--- src/rtl/wdm_pkg.sv ---
package wdm_pkg;
  typedef enum logic [1:0] {
    WD_IDLE = 2'd0,
    WD_RUN  = 2'd1,
    WD_TRIP = 2'd2
  } wd_state_e;
endpackage

--- src/rtl/wdm_sync.sv ---
module wdm_sync #(
  parameter int unsigned STAGES = 2
) (
  input  logic clk_i,
  input  logic rst_ni,
  input  logic pin_i,
  output logic rise_o,
  output logic fall_o
);
  logic [STAGES-1:0] sync_q;
  logic              prev_q;

  always_ff @(posedge clk_i or negedge rst_ni) begin
    if (!rst_ni) begin
      sync_q <= '0;
      prev_q <= 1'b0;
    end else begin
      sync_q <= {sync_q[STAGES-2:0], pin_i};
      prev_q <= sync_q[STAGES-1];
    end
  end

  assign rise_o = sync_q[STAGES-1] & ~prev_q;
  assign fall_o = ~sync_q[STAGES-1] & prev_q;


  one_polarity_chk: assert property (@(posedge clk_i) disable iff (!rst_ni)
    !(rise_o && fall_o));
endmodule

--- src/rtl/wdm_presc.sv ---
module wdm_presc #(
  parameter int unsigned DIV = 32
) (
  input  logic clk_i,
  input  logic rst_ni,
  input  logic tick_i,
  input  logic clr_i,
  output logic unit_o
);
  generate
    if (DIV <= 1) begin : g_pass
      assign unit_o = tick_i;
    end else begin : g_div
      localparam int unsigned PW = $clog2(DIV);
      localparam logic [PW-1:0] LAST = PW'(DIV - 1);
      logic [PW-1:0] cnt_q;

      always_ff @(posedge clk_i or negedge rst_ni) begin
        if (!rst_ni)                       cnt_q <= '0;
        else if (clr_i)                    cnt_q <= '0;
        else if (tick_i && cnt_q == LAST)  cnt_q <= '0;
        else if (tick_i)                   cnt_q <= cnt_q + 1'b1;
      end

      assign unit_o = tick_i && (cnt_q == LAST);


      presc_range_chk: assert property (@(posedge clk_i) disable iff (!rst_ni)
        cnt_q <= LAST);

      presc_hold_chk: assert property (@(posedge clk_i) disable iff (!rst_ni)
        (!tick_i && !clr_i) |=> $stable(cnt_q));
    end
  endgenerate


  unit_needs_tick_chk: assert property (@(posedge clk_i) disable iff (!rst_ni)
    unit_o |-> tick_i);
endmodule

--- src/rtl/wdm_window.sv ---
module wdm_window
  import wdm_pkg::*;
#(
  parameter int unsigned T1_UNITS = 360,
  parameter int unsigned T2_UNITS = 2860
) (
  input  logic clk_i,
  input  logic rst_ni,
  input  logic arm_i,
  input  logic rise_i,
  input  logic fall_i,
  input  logic unit_i,
  output logic restart_o,
  output logic trip_o
);
  localparam int unsigned CW = $clog2(T2_UNITS + 1);
  localparam logic [CW-1:0] T1_C  = CW'(T1_UNITS);
  localparam logic [CW-1:0] T2M_C = CW'(T2_UNITS - 1);

  wd_state_e     state_q, state_d;
  logic [CW-1:0] cnt_q, cnt_d;
  logic          edge_w;

  assign edge_w = rise_i | fall_i;

  always_comb begin
    state_d   = state_q;
    cnt_d     = cnt_q;
    restart_o = 1'b0;
    unique case (state_q)
      WD_IDLE: begin
        if (arm_i && rise_i) begin
          state_d   = WD_RUN;
          cnt_d     = '0;
          restart_o = 1'b1;
        end else if (arm_i && fall_i) begin
          state_d = WD_TRIP;
        end
      end
      WD_RUN: begin
        if (edge_w) begin
          if (cnt_q >= T1_C) begin
            cnt_d     = '0;
            restart_o = 1'b1;
          end else begin
            state_d = WD_TRIP;  // too early
          end
        end else if (unit_i) begin
          if (cnt_q == T2M_C) state_d = WD_TRIP;  // window closed
          else                cnt_d   = cnt_q + 1'b1;
        end
      end
      default: state_d = WD_TRIP;
    endcase
  end

  always_ff @(posedge clk_i or negedge rst_ni) begin
    if (!rst_ni) begin
      state_q <= WD_IDLE;
      cnt_q   <= '0;
    end else begin
      state_q <= state_d;
      cnt_q   <= cnt_d;
    end
  end

  assign trip_o = (state_q == WD_TRIP);


  sticky_trip_chk: assert property (@(posedge clk_i) disable iff (!rst_ni)
    trip_o |=> trip_o);

  idle_quiet_chk: assert property (@(posedge clk_i) disable iff (!rst_ni)
    (state_q == WD_IDLE && !arm_i) |=> !trip_o);

  early_edge_chk: assert property (@(posedge clk_i) disable iff (!rst_ni)
    (state_q == WD_RUN && edge_w && cnt_q < T1_C) |=> trip_o);

  cnt_bound_chk: assert property (@(posedge clk_i) disable iff (!rst_ni)
    cnt_q <= T2M_C);

  accept_restart_chk: assert property (@(posedge clk_i) disable iff (!rst_ni)
    (state_q == WD_RUN && edge_w && cnt_q >= T1_C) |=> (cnt_q == '0 && !trip_o));
endmodule

--- src/rtl/wdog_window_mon.sv ---
module wdog_window_mon #(
  parameter int unsigned PRESC_DIV   = 32,
  parameter int unsigned T1_UNITS    = 360,
  parameter int unsigned T2_UNITS    = 2860,
  parameter int unsigned SYNC_STAGES = 2
) (
  input  logic clk_i,
  input  logic rst_ni,
  input  logic wd_pin_i,
  input  logic arm_i,
  input  logic tick_i,
  output logic shutdown_o
);
  logic rise_w, fall_w, unit_w, restart_w;

  wdm_sync #(.STAGES(SYNC_STAGES)) u_sync (
    .clk_i  (clk_i),
    .rst_ni (rst_ni),
    .pin_i  (wd_pin_i),
    .rise_o (rise_w),
    .fall_o (fall_w)
  );

  wdm_presc #(.DIV(PRESC_DIV)) u_presc (
    .clk_i  (clk_i),
    .rst_ni (rst_ni),
    .tick_i (tick_i),
    .clr_i  (restart_w),
    .unit_o (unit_w)
  );

  wdm_window #(.T1_UNITS(T1_UNITS), .T2_UNITS(T2_UNITS)) u_win (
    .clk_i     (clk_i),
    .rst_ni    (rst_ni),
    .arm_i     (arm_i),
    .rise_i    (rise_w),
    .fall_i    (fall_w),
    .unit_i    (unit_w),
    .restart_o (restart_w),
    .trip_o    (shutdown_o)
  );
endmodule

--- config.mk ---
export PLATFORM = sky130hd
export DESIGN_NAME = wdog_window_mon
export DESIGN_NICKNAME = d
export VERILOG_FILES = /design/src/rtl/wdm_pkg.sv /design/src/rtl/wdm_sync.sv /design/src/rtl/wdm_presc.sv /design/src/rtl/wdm_window.sv /design/src/rtl/wdog_window_mon.sv
export SDC_FILE = /design/constraint.sdc
export NUM_CORES = 1
export LEC_CHECK = 0
export ABC_AREA = 0
export BUFFER_PORTS_ARGS = -buffer_cell sky130_fd_sc_hd__buf_2
export CELL_PAD_IN_SITES_DETAIL_PLACEMENT = 0
export CELL_PAD_IN_SITES_GLOBAL_PLACEMENT = 1
export CORE_ASPECT_RATIO = 1.75
export CORE_MARGIN = 3
export CORE_UTILIZATION = 49
export CTS_CLUSTER_SIZE = 10
export DETAILED_ROUTE_END_ITERATION = 10
export GPL_TIMING_DRIVEN = 0
export PLACE_DENSITY = 0.85
export SLEW_MARGIN = 15
export SYNTH_ARGS = -nofsm -noshare
export SYNTH_HDL_FRONTEND = slang
export SYNTH_SLANG_ARGS = --single-unit
--- constraint.sdc ---
create_clock -name clk_i -period 3.65 [get_ports clk_i]
set_clock_uncertainty 0.15 [all_clocks]
set_input_delay 0.1825 -clock clk_i [delete_from_list [all_inputs] [get_ports clk_i]]
set_output_delay 0.1825 -clock clk_i [all_outputs]
set_load 0.02 [all_outputs]
==> reports/results.tsv <==
stage	metric	value	unit
sta	rsz0062_at_grt	false	
sta	setup_slack	1.11	ns
cts	cts_root_buffer	clkbuf_8	
yosys	ys_warn_count	0	
yosys	dominantRegCellSynth	dfrtp_1	
cells_and_area	n_antenna_cell	0	
setup_path	slowest_delay	0.43	ns
global_route	grt_max_degree	23	
yosys	synth_cell_types	48	
yosys	seq_area_frac_synth	0.391	
setup_path	path_cells	ha_1, and3_1, ha_1, nand2_2, a311oi_4, nand3_2, buf_6, a221o_1	
setup_path	worstPathRequired	3.66	ns
yosys	synth_top_area_frac	0.391	
cts	clock_latency	0.27	ns
global_route	grt_pass1_vias	1203	
yosys	synth.area.top_cells	dfrtp_1 39%, ha_1 5.3%, a221o_1 3.6%	
die	die_area	3580	um2
die	die_h	76.9	um
cts	cts_resized	0	
yosys	avgSynthCellArea	9.85	um2
setup_path	worstSetupPathType	flip-flop to flip-flop	
pwr	seqPwrFrac	0.472	
detailed_routing	wl_per_cell	16.5	um
cts	clk_path_buf_depth	2	
cts	cts_buffers	3	
placed_design	io_buffers	5	
die	core_area	2720	um2
cells_and_area	mostFrequentLayoutCell	dfrtp_1	
pwr	power.internal	458	uW
pwr	clockPowerShare	0.381	
global_route	grt_pass1_wl	5130	um
detailed_routing	drt_iter0_drc	75	
outcome	status	finished, final reports clean	
placed_design	dp_hpwl	2160	um
cts	clock_sinks	22	
setup_path	cp-start-kind	flip-flop	
cells_and_area	areaGrowthSynthToFinish	10.7	%
sta	period_share	0.695	
detailed_routing	drc	0	
sta	worst_pin_slew	0.494	ns
pwr	p_switching	148	uW
cells_and_area	nets	166	
detailed_routing	wirelength	2990	um
detailed_routing	postRouteAntennaNets	0	
job	maxCapViolations	0	
cells_and_area	drive_gt1_frac	0.162	
die	ios	6	
setup_path	crit_slowest_cell	a311oi_4	
pwr	p_comb_frac	0.147	
cts	cts_tree	built	
cells_and_area	utilization	0.573	
cts	clkTransAtPathRegs	0.08	ns
yosys	netlist_area	1410	um2
detailed_routing	drt_first_pass_iters	4	
cts	cts_max_level	1	
global_route	grtUsageTotal	0.191	
yosys	synthCells	143	
sta	setup_viol	0	
pwr	switching_share	0.245	
placed_design	placed_cell_area	1470	um2
pwr	powerDensity	389	nW/um2
setup_path	cp_max_fo	10	
die	die_w	46.5	um
sta	hold_slack	0.0792	ns
detailed_routing	via_per_inst	6.36	
pwr	p_leak	0.000702	uW
cells_and_area	layout_common_cells	22 x dfrtp_1, 10 x nand3_1, 9 x buf_2	
sta	timing.slew.headroom	0.671	
setup_path	cpMostUsedCell	ha_1	
cells_and_area	fin_area	1560	um2
worst_hold_path	hold_class	primary input to flip-flop	
sta	maxClockFrequency	394	MHz
sta	fin_crit	2.54	ns
die	start_util	0.518	
yosys	synth-seq-cells	22	
setup_path	arrival	2.54	ns
pwr	vdd_ir_drop_max	0.000186	V
sta	fin_tns_setup	0	ns
global_route	antenna_found_initial	0	
setup_path	crit_path_end_kind	flip-flop	
placed_design	gp_congestion	0.869	
detailed_routing	num_vias	1151	
sta	drv_slew	0	
yosys	yosysTopAreaCell	dfrtp_1	
yosys	syn_nets	154	
global_route	overflow	0	
placed_design	pre_cts_ws	1.12	ns
setup_path	cp_num_buf_inv	1	
die	num_rows	25	
setup_path	crit_family	compound AO/OA/AOI/OAI gates	
sta	hold_viol	0	
yosys	synth_edf_count	0	
yosys	ys_async_sr_fraction	1.00	
[final timing paths]
| path | to | cells past startpoint | slack (ns) | start |
|---|---|---|---|---|
| worst max-delay path | u_win.cnt_q[7] | 8 | 1.11 | u_presc.g_div.cnt_q[0] |
| worst min-delay path | u_presc.g_div.cnt_q[4] | 3 | 0.08 | tick_i |
| worst max register to register | u_win.cnt_q[7] | 8 | 1.11 | u_presc.g_div.cnt_q[0] |
| worst min register to register | u_sync.sync_q[1] | 0 | 0.21 | u_sync.sync_q[0] |
| max in group asynchronous | u_win.cnt_q[5] | 2 | 2.76 | rst_ni |
| min in group asynchronous | u_presc.g_div.cnt_q[0] | 2 | 0.25 | rst_ni |
[flip-flops by register name, indices dropped and copies added, names as in the netlist]
register,count
u_win.cnt_q,12
u_presc.g_div.cnt_q,5
u_sync.sync_q,2
u_win.state_q,2
u_sync.prev_q,1
[Yosys cell counts, drive strengths merged (5+ instances only)]
| cell type | instances |
|---|---|
| a21oi | 5 |
| dfrtp | 22 |
| nand4 | 5 |
| buf | 7 |
| nor3 | 6 |
| a221o | 5 |
| nand2 | 7 |
| and3 | 6 |
| nand3 | 11 |
| ha | 6 |
| nor2 | 8 |
| inv | 8 |
[metrics by stage]
stage / cells / power (uW)
after floorplan: 143 / 353
after detailed placement: 175 / 380
after global routing: 181 / 640
after CTS: 181 / 610
final: 181 / 606
after global placement: 175 / 371
[layer usage]
layer,GRT usage,vias to the layer above,routed length [um]
li1,-,559,-
met1,0.214,560,1230
met2,0.327,25,1610
met3,0.0235,7,77
met4,0.103,0,76
met5,0,-,0
[cell families (layout without fill, tap and decap cells)]
family                   Yosys count  count (layout)  share of synthesized area
AO/OA/AOI/OAI                     28              28                      0.174
AND/OR/NAND/NOR                   67              67                      0.295
buffers and inverters             17              28                     0.0657
flip-flops                        22              22                      0.391
multiplexers                       3               3                     0.0213
adder cells (fa/ha/maj)            6               6                     0.0533
[area by class of cell]
| class | count | area, um2 |
|---|---|---|
| Buffer | 9 | 62.6 |
| Clock buffer | 3 | 41.3 |
| Clock inverter | 1 | 30.0 |
| Fill cell | 249 | 1160 |
| Inverter | 8 | 30.0 |
| Multi-Input combinational cell | 104 | 766 |
| Sequential cell | 22 | 551 |
| Tap cell | 27 | 33.8 |
| Timing Repair Buffer | 7 | 45.0 |
[repair_timing]
action | 4_1_cts | 5_1_grt
hold buffers | 2 | 0
endpoints found under the hold margin | 23 | 0
buffers inserted | 0 | 0
[tightest hold or removal path, cell delays in order]
cell and delay [ns]:
buf_2 0.14, nand3b_1 0.08, a21oi_1 0.06
[power by group through the flow]
stage / clock network (uW) / registers [uW] / logic [uW]
2_1_floorplan: 0 / 286 / 67.0
3_3_place_gp: 0 / 289 / 82.0
3_5_place_dp: 0 / 291 / 89.2
4_1_cts: 234 / 286 / 90.8
5_1_grt: 248 / 288 / 104
6_report: 231 / 286 / 88.9
Note: power is estimated with default switching activity, not from simulation.
